<file path="config.mk">
export PLATFORM = sky130hd
export DESIGN_NAME = mchk_dbg_ctrl
export DESIGN_NICKNAME = d
export VERILOG_FILES = /design/src/rtl/mchk_dbg_pkg.sv /design/src/rtl/mchk_dbg_decide.sv /design/src/rtl/mchk_dbg_mode.sv /design/src/rtl/mchk_dbg_cause.sv /design/src/rtl/mchk_dbg_route.sv /design/src/rtl/mchk_dbg_ctrl.sv
export SDC_FILE = /design/constraint.sdc
export NUM_CORES = 1
export LEC_CHECK = 0
export BUFFER_PORTS_ARGS = -buffer_cell sky130_fd_sc_hd__buf_2
export CAP_MARGIN = 5
export CORE_ASPECT_RATIO = 0.7
export CORE_MARGIN = 8
export CORE_UTILIZATION = 28
export CTS_CLUSTER_SIZE = 40
export DETAILED_ROUTE_END_ITERATION = 16
export SLEW_MARGIN = 20
export SYNTH_ARGS = -nofsm -noshare
export SYNTH_HDL_FRONTEND = slang
export SYNTH_HIERARCHICAL = 1
export SYNTH_SLANG_ARGS = --single-unit
</file>
<file path="constraint.sdc">
create_clock -name clk -period 1.3 [get_ports clk]
set_input_delay 0.195 -clock clk [delete_from_list [all_inputs] [get_ports clk]]
set_output_delay 0.195 -clock clk [all_outputs]
set_load 0.01 [all_outputs]
</file>
<file path="src/rtl/mchk_dbg_pkg.sv">
// Shared types for the machine check / debug entry controller.
// Assumes: nothing beyond IEEE 1800-2017 packages.
package mchk_dbg_pkg;

    // Outcome chosen for a machine check taken in normal run mode
    typedef enum logic [1:0] {
        ACT_CSTOP = 2'd0,
        ACT_INT   = 2'd1,
        ACT_DBG   = 2'd2
    } mchk_act_e;

    // Operating mode of the core as seen by this block
    typedef enum logic [1:0] {
        MODE_RUN  = 2'd0,
        MODE_DBG  = 2'd1,
        MODE_HALT = 2'd2
    } core_mode_e;

endpackage

</file>
<file path="src/rtl/mchk_dbg_decide.sv">
// Two-level enable table: picks the reaction to a machine check.
// Assumes: inputs are stable when the event is sampled; purely combinational.
module mchk_dbg_decide
    import mchk_dbg_pkg::*;
(
    input  logic      mchk_en,
    input  logic      dbg_mode_en,
    input  logic      dbg_on_cstop,
    input  logic      dbg_on_mchk,
    output mchk_act_e action
);

    // Select the action from the status bit, then the debug enables
    always_comb begin
        if (!mchk_en) begin
            action = (dbg_mode_en && dbg_on_cstop) ? ACT_DBG : ACT_CSTOP;
        end else begin
            action = (dbg_mode_en && dbg_on_mchk) ? ACT_DBG : ACT_INT;
        end
    end

endmodule

</file>
<file path="src/rtl/mchk_dbg_mode.sv">
// Mode state machine and registered one-hot action pulses.
// Assumes: synchronous active-low reset; check stop is left only by reset,
// debug mode only by an explicit return request.
module mchk_dbg_mode
    import mchk_dbg_pkg::*;
(
    input  logic       clk,
    input  logic       rst_n,
    input  logic       mchk_evt,
    input  mchk_act_e  action,
    input  logic       dbg_return,
    output core_mode_e mode,
    output logic       act_cstop,
    output logic       act_mchk_int,
    output logic       act_dbg,
    output logic       save_regs_flag
);

    core_mode_e mode_q;
    logic       take;

    assign take = (mode_q == MODE_RUN) && mchk_evt;
    assign mode = mode_q;

    // Advance the mode on a machine check or a return from debug
    always_ff @(posedge clk) begin
        if (!rst_n) begin
            mode_q <= MODE_RUN;
        end else begin
            unique case (mode_q)
                MODE_RUN: begin
                    if (take && action == ACT_CSTOP)     mode_q <= MODE_HALT;
                    else if (take && action == ACT_DBG)  mode_q <= MODE_DBG;
                end
                MODE_DBG: begin
                    if (dbg_return) mode_q <= MODE_RUN;
                end
                default: mode_q <= MODE_HALT;
            endcase
        end
    end

    // Register the one-hot action pulses, valid the cycle after sampling
    always_ff @(posedge clk) begin
        if (!rst_n) begin
            act_cstop    <= 1'b0;
            act_mchk_int <= 1'b0;
            act_dbg      <= 1'b0;
        end else begin
            act_cstop    <= take && (action == ACT_CSTOP);
            act_mchk_int <= take && (action == ACT_INT);
            act_dbg      <= take && (action == ACT_DBG);
        end
    end

    // Raise the save-first flag on debug entry, drop it on return
    always_ff @(posedge clk) begin
        if (!rst_n) begin
            save_regs_flag <= 1'b0;
        end else if (take && action == ACT_DBG) begin
            save_regs_flag <= 1'b1;
        end else if (mode_q == MODE_DBG && dbg_return) begin
            save_regs_flag <= 1'b0;
        end
    end

endmodule

</file>
<file path="src/rtl/mchk_dbg_cause.sv">
// Exception cause register and the one-cycle error pulse to the debug port.
// Assumes: exceptions other than machine checks matter only in debug mode;
// machine check wins over a simultaneous exception.
module mchk_dbg_cause
    import mchk_dbg_pkg::*;
#(
    parameter int ECR_W     = 32,
    parameter int MCHK_BIT  = 28,
    parameter int CSTOP_BIT = 29,
    localparam int CAUSE_W  = $clog2(ECR_W)
) (
    input  logic               clk,
    input  logic               rst_n,
    input  core_mode_e         mode,
    input  logic               mchk_evt,
    input  logic               mchk_en,
    input  logic               exc_evt,
    input  logic [CAUSE_W-1:0] exc_cause,
    output logic [ECR_W-1:0]   ecr,
    output logic               ecr_err
);

    localparam logic [ECR_W-1:0] ONE       = {{(ECR_W-1){1'b0}}, 1'b1};
    localparam logic [ECR_W-1:0] MCHK_VAL  = ONE << MCHK_BIT;
    localparam logic [ECR_W-1:0] CSTOP_VAL = ONE << CSTOP_BIT;

    logic live;
    logic dbg;

    assign live = (mode != MODE_HALT);
    assign dbg  = (mode == MODE_DBG);

    // Record the cause of the latest accepted event
    always_ff @(posedge clk) begin
        if (!rst_n) begin
            ecr <= '0;
        end else if (live && mchk_evt) begin
            ecr <= mchk_en ? MCHK_VAL : CSTOP_VAL;
        end else if (dbg && exc_evt) begin
            ecr <= ONE << exc_cause;
        end
    end

    // Pulse the error indication once per event seen in debug mode
    always_ff @(posedge clk) begin
        if (!rst_n) ecr_err <= 1'b0;
        else        ecr_err <= dbg && (mchk_evt || exc_evt);
    end

endmodule

</file>
<file path="src/rtl/mchk_dbg_route.sv">
// Steers bus cycles: fetches to the development port in debug mode,
// everything else to memory. Assumes combinational routing is acceptable.
module mchk_dbg_route (
    input  logic dbg,
    input  logic cyc_valid,
    input  logic cyc_fetch,
    output logic route_dport,
    output logic route_mem
);

    // Decide the target of the current cycle
    always_comb begin
        route_dport = cyc_valid && cyc_fetch && dbg;
        route_mem   = cyc_valid && !(cyc_fetch && dbg);
    end

endmodule

</file>
<file path="src/rtl/mchk_dbg_ctrl.sv">
// Top: machine check reaction and debug-mode exception handling.
// Assumes: one event sampled per clock; synchronous active-low reset.
module mchk_dbg_ctrl
    import mchk_dbg_pkg::*;
#(
    parameter int ECR_W     = 32,
    parameter int MCHK_BIT  = 28,
    parameter int CSTOP_BIT = 29,
    localparam int CAUSE_W  = $clog2(ECR_W)
) (
    input  logic               clk,
    input  logic               rst_n,
    input  logic               mchk_evt,
    input  logic               mchk_en,
    input  logic               dbg_mode_en,
    input  logic               dbg_on_cstop,
    input  logic               dbg_on_mchk,
    input  logic               exc_evt,
    input  logic [CAUSE_W-1:0] exc_cause,
    input  logic               dbg_return,
    input  logic               cyc_valid,
    input  logic               cyc_fetch,
    output logic               act_cstop,
    output logic               act_mchk_int,
    output logic               act_dbg,
    output logic               halted,
    output logic               in_debug,
    output logic               save_regs_flag,
    output logic [ECR_W-1:0]   ecr,
    output logic               ecr_err,
    output logic               route_dport,
    output logic               route_mem
);

    mchk_act_e  action;
    core_mode_e mode;

    mchk_dbg_decide u_decide (
        .mchk_en      (mchk_en),
        .dbg_mode_en  (dbg_mode_en),
        .dbg_on_cstop (dbg_on_cstop),
        .dbg_on_mchk  (dbg_on_mchk),
        .action       (action)
    );

    mchk_dbg_mode u_mode (
        .clk            (clk),
        .rst_n          (rst_n),
        .mchk_evt       (mchk_evt),
        .action         (action),
        .dbg_return     (dbg_return),
        .mode           (mode),
        .act_cstop      (act_cstop),
        .act_mchk_int   (act_mchk_int),
        .act_dbg        (act_dbg),
        .save_regs_flag (save_regs_flag)
    );

    mchk_dbg_cause #(
        .ECR_W     (ECR_W),
        .MCHK_BIT  (MCHK_BIT),
        .CSTOP_BIT (CSTOP_BIT)
    ) u_cause (
        .clk       (clk),
        .rst_n     (rst_n),
        .mode      (mode),
        .mchk_evt  (mchk_evt),
        .mchk_en   (mchk_en),
        .exc_evt   (exc_evt),
        .exc_cause (exc_cause),
        .ecr       (ecr),
        .ecr_err   (ecr_err)
    );

    mchk_dbg_route u_route (
        .dbg         (in_debug),
        .cyc_valid   (cyc_valid),
        .cyc_fetch   (cyc_fetch),
        .route_dport (route_dport),
        .route_mem   (route_mem)
    );

    assign halted   = (mode == MODE_HALT);
    assign in_debug = (mode == MODE_DBG);

endmodule

</file>
Word level (Yosys, flattened, before mapping)
Index checks and enable logic that the tools add are counted.
{ "totals": {"register_bits": 39, "out_inout_bits": 41, "elab_cells": 48} }
{ "op_classes": {"eq_ne": 7, "shift": 1, "n_mux": 12, "reduce_logical": 21} }
{ "ops": {"columns": ["operator", "n"], "rows": [
  ["two-way mux 32 bit", 2],
  ["left shift 1 x 5 -> 32 bit (first input constant)", 1],
  ["two-way mux 30 bit", 1],
  ["logical AND 1 bit", 14],
  ["two-way mux 2 bit", 6],
  ["equality test 2 x 1 -> 1 bit (second input constant)", 2],
  ["equality test 2 bit (second input constant)", 2],
  ["zero test 2 bit", 2],
  ["!= test 2 bit (second input constant)", 2],
  ["one-hot mux 2 bit (2 select lines)", 1],
  ["nonzero test 2 bit", 2],
  ["!= test 3 bit (second input constant)", 1],
  ["two-way mux 1 bit", 2],
  ["AND reduction 2 bit", 1],
  ["zero test 1 bit", 1],
  ["logical OR 1 bit", 1]
]} }

Logic depth before layout (Yosys ltp)
{ "logic_depth": {"ltp_word": 8, "depth_mapped": 5, "ltp_nobuf": 4} }

Hierarchy
The synthesis kept the hierarchy.
{ "modules_own_cells": {"columns": ["mod", "n_inst", "cells_per_inst", "area_each_um2"], "rows": [
  ["mchk_dbg_cause", 1, 115, 1268.7],
  ["mchk_dbg_mode", 1, 20, 246.5],
  ["mchk_dbg_decide", 1, 3, 23.8],
  ["mchk_dbg_route", 1, 2, 17.5],
  ["mchk_dbg_ctrl", 1, 2, 15.0]
]} }

Least setup slack after synthesis
Ideal clock, no wire load.
{ "synth_timing": {"path_kind": "register -> register", "start": "reg u_mode.mode_q[0] (netlist: u_mode/mode[0])", "end": "reg u_cause.ecr[16]", "setup_time_ns": 0.117, "t_arrival_ns": 1.269, "required_time_ns": 1.183, "slack_ns": -0.085, "path_stages_with_launch": 6, "period_less_slack_ns": 1.385, "cell_sequence": "dfxtp_1 -> buf_2 -> nand2_1 -> and4_1 -> buf_2 -> a22o_1"} }
{ "synth_between": {"elab_chain_len": 3} }
{ "synth_lines": {"columns": ["item", "line", "text"], "rows": [
  ["start: declaration", "mchk_dbg_mode.sv:19", "core_mode_e mode_q;"],
  ["start signal: assignment", "mchk_dbg_mode.sv:28", "mode_q <= MODE_RUN;"],
  ["start signal: assignment", "mchk_dbg_mode.sv:32", "if (take && action == ACT_CSTOP) mode_q <= MODE_HALT;"],
  ["start signal: assignment", "mchk_dbg_mode.sv:33", "else if (take && action == ACT_DBG) mode_q <= MODE_DBG;"],
  ["!= test 2 bit / equality test 2 x 1 -> 1 bit (equally long branches)", "mchk_dbg_cause.sv:30, mchk_dbg_cause.sv:31", null],
  ["logical AND 1 bit (on tied branches)", "mchk_dbg_cause.sv:37, mchk_dbg_cause.sv:39", null],
  ["two-way mux 32 bit / nonzero test 2 bit (equally long branches)", null, null],
  ["end signal: assignment", "mchk_dbg_cause.sv:38", "ecr <= mchk_en ? MCHK_VAL : CSTOP_VAL;"],
  ["end signal: assignment", "mchk_dbg_cause.sv:40", "ecr <= ONE << exc_cause;"],
  ["end: declaration", "mchk_dbg_cause.sv:19", "output logic [ECR_W-1:0] ecr,"]
]} }
Several ways; a longest one is shown, not always the timed one.
A chain may end at the register's enable or synchronous reset.

Worst setup path in the final report
{ "layout_timing": {"start": "reg u_mode.mode_q[1] (netlist: u_mode/mode[1])", "end": "out route_dport"} }
{ "layout_between": {"elab_chain_len": 2} }
{ "layout_lines": {"columns": ["item", "line", "text"], "rows": [
  ["equality test 2 x 1 -> 1 bit", "mchk_dbg_ctrl.sv:84", "assign in_debug = (mode == MODE_DBG);"],
  ["logical AND 1 bit", "mchk_dbg_route.sv:13", "route_dport = cyc_valid && cyc_fetch && dbg;"],
  ["end: declaration", "mchk_dbg_ctrl.sv:31", "output logic route_dport,"]
]} }
Every way passes these cells.

==> results.py <==
metrics = {
    "worst_setup_path": {
        "timing_worst_setup_path_type": "flip-flop to primary output",
        "crit_fanout": 3,
        "cp.required_ps": 1110,
        "worst_setup_path_end_kind": "primary output",
        "reg2reg_setup_slack_ps": -110,
        "critPathLaunchType": "flip-flop",
        "crit-reg2reg-launch": "u_mode/mode[1]$_SDFFE_PN0P_",
        "critical_path.reg2reg.endpoint": "u_cause/ecr[6]$_SDFFE_PN0P_",
        "worstPathArrival_ps": 1250,
        "reg2regPathDepth": 5,
    },
    "layout": {
        "n_antenna_cell": 0,
        "final_layout_size_suffix_gt1_share_pct": 50.23,
        "final_area_sq_um": 2321,
        "stdcell_count": 293,
        "finish.net_count": 236,
        "area_growth_syn_to_layout_pct": 47.69,
    },
    "die": {
        "coreArea_sq_um": 5340,
        "die_x_um": 105.5,
        "floorplan.io_pins": 57,
        "initial_utilization_pct": 29.43,
        "placementRows": 22,
        "die_area_sq_um": 8304,
        "chipHeight_um": 78.68,
    },
    "power": {
        "power.density_nw_per_um2": 1168,
        "p_leak_uw": 0.001031,
        "vdd_drop_max_mv": 0.5380,
    },
    "route": {
        "finalWirelength_um": 4781,
        "drt-wirelength-per-cell_um": 16.32,
        "detailedRoute.firstIterationViolations": 73,
        "route.vias.total": 1419,
        "drt_drc_violations_left": 0,
        "drt_pass1_iterations": 4,
        "final_antenna_net_count": 0,
        "via_per_inst": 4.843,
    },
    "clocking": {
        "cts-buffers-inserted": 5,
        "tritoncts_num_sinks": 39,
        "clock_latency_ps": 280,
        "cts-hold-fix-buffers": 0,
        "cts.path.max_buffers": 2,
        "cts_root_buf": "sky130_fd_sc_hd__clkbuf_8",
        "cts_tree": "yes",
        "cts_htree_levels": 2,
        "clk_transition_reported_paths_ps": 80,
    },
    "sta": {
        "finClkSkew_ps": 6.400,
        "rsz_0062_raised_after_global_routing": "true",
        "setup_ws_ps": -145.2,
        "maxSlewHeadroom_pct": 74.70,
        "period_minus_slack_ps": 1445,
        "finalHoldWorstSlack_ps": 181.0,
        "finalHoldViolations": 0,
        "timing.final.setup_violations": 36,
        "post-route-period-util_pct": 111.2,
        "timing_max_transition_violations_final": 0,
        "timing_worst_slew_pin_value_ps": 374.4,
        "achievable-frequency_ghz": 0.6920,
    },
    "synthesis": {
        "synth_area_leaders": "sky130_fd_sc_hd__dfxtp_1 50%, sky130_fd_sc_hd__a22o_1 8.9%, sky130_fd_sc_hd__o2bb2ai_1 7.8%",
        "syn-instance-count": 142,
        "synth_flop_cell": "sky130_fd_sc_hd__dfxtp_1",
        "number_of_enable_type_register_cells_in_the_synthesized_netlist": 0,
        "ys_async_sr_fraction_pct": 0,
        "mappedNetlistArea_sq_um": 1572,
        "ys_warn_count": 6,
        "synth_seq_cells": 39,
        "seq_area_frac_synth_pct": 49.68,
        "post_synth.cell_area_avg_sq_um": 11.07,
        "netlist-cell-type-count": 42,
        "synth_top_cell_area_share_pct": 49.68,
        "synth_nets": 158,
        "synthDominantAreaCellType": "sky130_fd_sc_hd__dfxtp_1",
    },
    "global_route": {
        "met3_usage_pct": 3.834,
        "number_of_antenna_violations_at_the_first_check_in_global_routing": 0,
        "first_pass_grt_wire_length_um": 7417,
        "via_count_of_the_first_global_routing_pass": 1416,
        "grt.met1_usage_pct": 14.89,
        "maximum_number_of_pins_on_one_net_before_global_route_repair": 17,
        "global_route.usage.met2_pct": 15.98,
        "grt_use_total_pct": 10.95,
        "grt-busiest-layer": "met2",
        "global_route.overflow_total": 0,
    },
    "hold_path": {
        "hold_end": "u_mode/mode[0]$_SDFFE_PN0P_",
        "hold_path.startpoint": "dbg_return",
        "min-delay-path-class": "input port to flip-flop",
        "timing.hold.worst_path_depth": 3,
    },
    "status": {
        "run_status": "complete, but fails checks",
        "violations": "setup timing",
    },
    "placement": {
        "detailed_place_hpwl_um": 3360,
        "dpl-instance-area_sq_um": 2047,
        "port_buffers": 56,
        "place.detailed.instances": 280,
        "gp_routability_congestion": 0.7338,
    },
    "job": {
        "maxCapViolCount": 0,
    },
}
==> cell type report <==
class / count / area, sq um
repair buffers: 79 / 491.7
multi-input cells: 94 / 817.0
inverters: 1 / 3.754
flip-flops and latches: 39 / 785.8
fillers: 531 / 3019
clock buffers: 6 / 72.57
well taps: 72 / 90.09
clock inverters: 2 / 60.06
==> per-layer routing <==
layer  vias up  wire length (um)  share of wire, %
met5         -                 0                 0
met4         0                40              0.84
met3         4               273               5.7
met2        42              2093                44
met1       665              2374                50
li1        708                 -                 -
==> placed cells by master, fill, tap and decap left out, types with 2 or more instances in the layout <==
cell and instances:
sky130_fd_sc_hd__clkbuf_8 5, sky130_fd_sc_hd__nand4_1 3, sky130_fd_sc_hd__nand3_1 3, sky130_fd_sc_hd__dfxtp_1 37, sky130_fd_sc_hd__nand2b_4 2, sky130_fd_sc_hd__nor2b_1 4, sky130_fd_sc_hd__a22o_1 16, sky130_fd_sc_hd__nor2_1 2
sky130_fd_sc_hd__buf_2 55, sky130_fd_sc_hd__o2bb2ai_1 12, sky130_fd_sc_hd__o2bb2ai_2 2, sky130_fd_sc_hd__nand2b_1 4, sky130_fd_sc_hd__bufinv_16 2, sky130_fd_sc_hd__buf_12 2, sky130_fd_sc_hd__buf_4 19, sky130_fd_sc_hd__nor4b_2 2
sky130_fd_sc_hd__nand2_1 5, sky130_fd_sc_hd__nor3_1 3, sky130_fd_sc_hd__nor3b_1 2, sky130_fd_sc_hd__nand4b_1 3, sky130_fd_sc_hd__buf_6 3
==> power breakdown <==
part | internal [uW] | switching [uW]
Sequential | 1210 | 8.45
Combinational | 150 | 157
Clock | 767 | 420
==> Yosys cell counts (2+ instances only) <==
cell type / n
sky130_fd_sc_hd__a22o_1: 16
sky130_fd_sc_hd__and2_1: 2
sky130_fd_sc_hd__and3_1: 2
sky130_fd_sc_hd__and4_1: 2
sky130_fd_sc_hd__buf_2: 5
sky130_fd_sc_hd__clkbuf_1: 2
sky130_fd_sc_hd__dfxtp_1: 39
sky130_fd_sc_hd__nand2_1: 6
sky130_fd_sc_hd__nand2b_1: 5
sky130_fd_sc_hd__nand3_1: 3
sky130_fd_sc_hd__nand4_1: 3
sky130_fd_sc_hd__nand4b_1: 3
sky130_fd_sc_hd__nor2_1: 2
sky130_fd_sc_hd__nor2b_1: 5
sky130_fd_sc_hd__nor3_1: 3
sky130_fd_sc_hd__nor3b_1: 3
sky130_fd_sc_hd__nor4_1: 3
sky130_fd_sc_hd__o2bb2ai_1: 14
==> flip-flops by register name, summed over array words and instances, names as in the netlist <==
register / flops
u_cause/ecr: 32
u_mode/act_mchk_int: 1
u_mode/act_dbg: 1
u_cause/ecr_err: 1
u_mode/act_cstop: 1
u_mode/save_regs_flag: 1
u_mode/mode: 2
==> metrics by stage <==
step           worst slack (ps)  setup TNS, ps  util [%]  total power, uW
2_1_floorplan             11.84              0         -             1380
3_3_place_gp             -16.52         -16.52     38.33             1495
3_5_place_dp             -46.88         -680.1     38.33             1498
4_1_cts                  -144.2          -1201     41.73             2697
5_1_grt                  -197.3          -3570     43.46             2824
6_report                 -145.2          -2059     43.46             2710
==> critical path, stage by stage, from the launching register on <==
cell and delay (ps):
sky130_fd_sc_hd__dfxtp_4 350, sky130_fd_sc_hd__buf_6 110, sky130_fd_sc_hd__and2b_2 240, sky130_fd_sc_hd__and3_4 180, sky130_fd_sc_hd__buf_6 90
==> kinds of logic after synthesis <==
kind of cell | after synthesis | synth area share, %
DFF | 39 | 49.68
AOI/OAI and AO/OA | 39 | 21.66
muxes | 1 | 0.6370
and+or+nand+nor | 54 | 25.00
buffers and inverters | 9 | 3.025
==> how the worst max path moves through the flow <==
stage	startpoint	endpoint	slack, ps	cells after the start
global route	u_mode/mode[1]$_SDFFE_PN0P_	route_dport	-200	4
global placement	u_mode/mode[1]$_SDFFE_PN0P_	route_dport	-20	4
floorplan	u_mode/mode[1]$_SDFFE_PN0P_	u_cause/ecr[28]$_SDFFE_PN0P_	10	3
detailed placement	u_mode/mode[1]$_SDFFE_PN0P_	route_dport	-50	4
finish	u_mode/mode[1]$_SDFFE_PN0P_	route_dport	-150	4
CTS	u_mode/mode[1]$_SDFFE_PN0P_	route_dport	-140	4
==> repair_timing <==
action	in CTS	in global routing
buffers inserted	2	3
gates resized for setup	10	14
hold endpoints to repair	0	0
pin swaps	11	7
setup endpoints to repair	35	36
(Power assumes the default switching activity.)
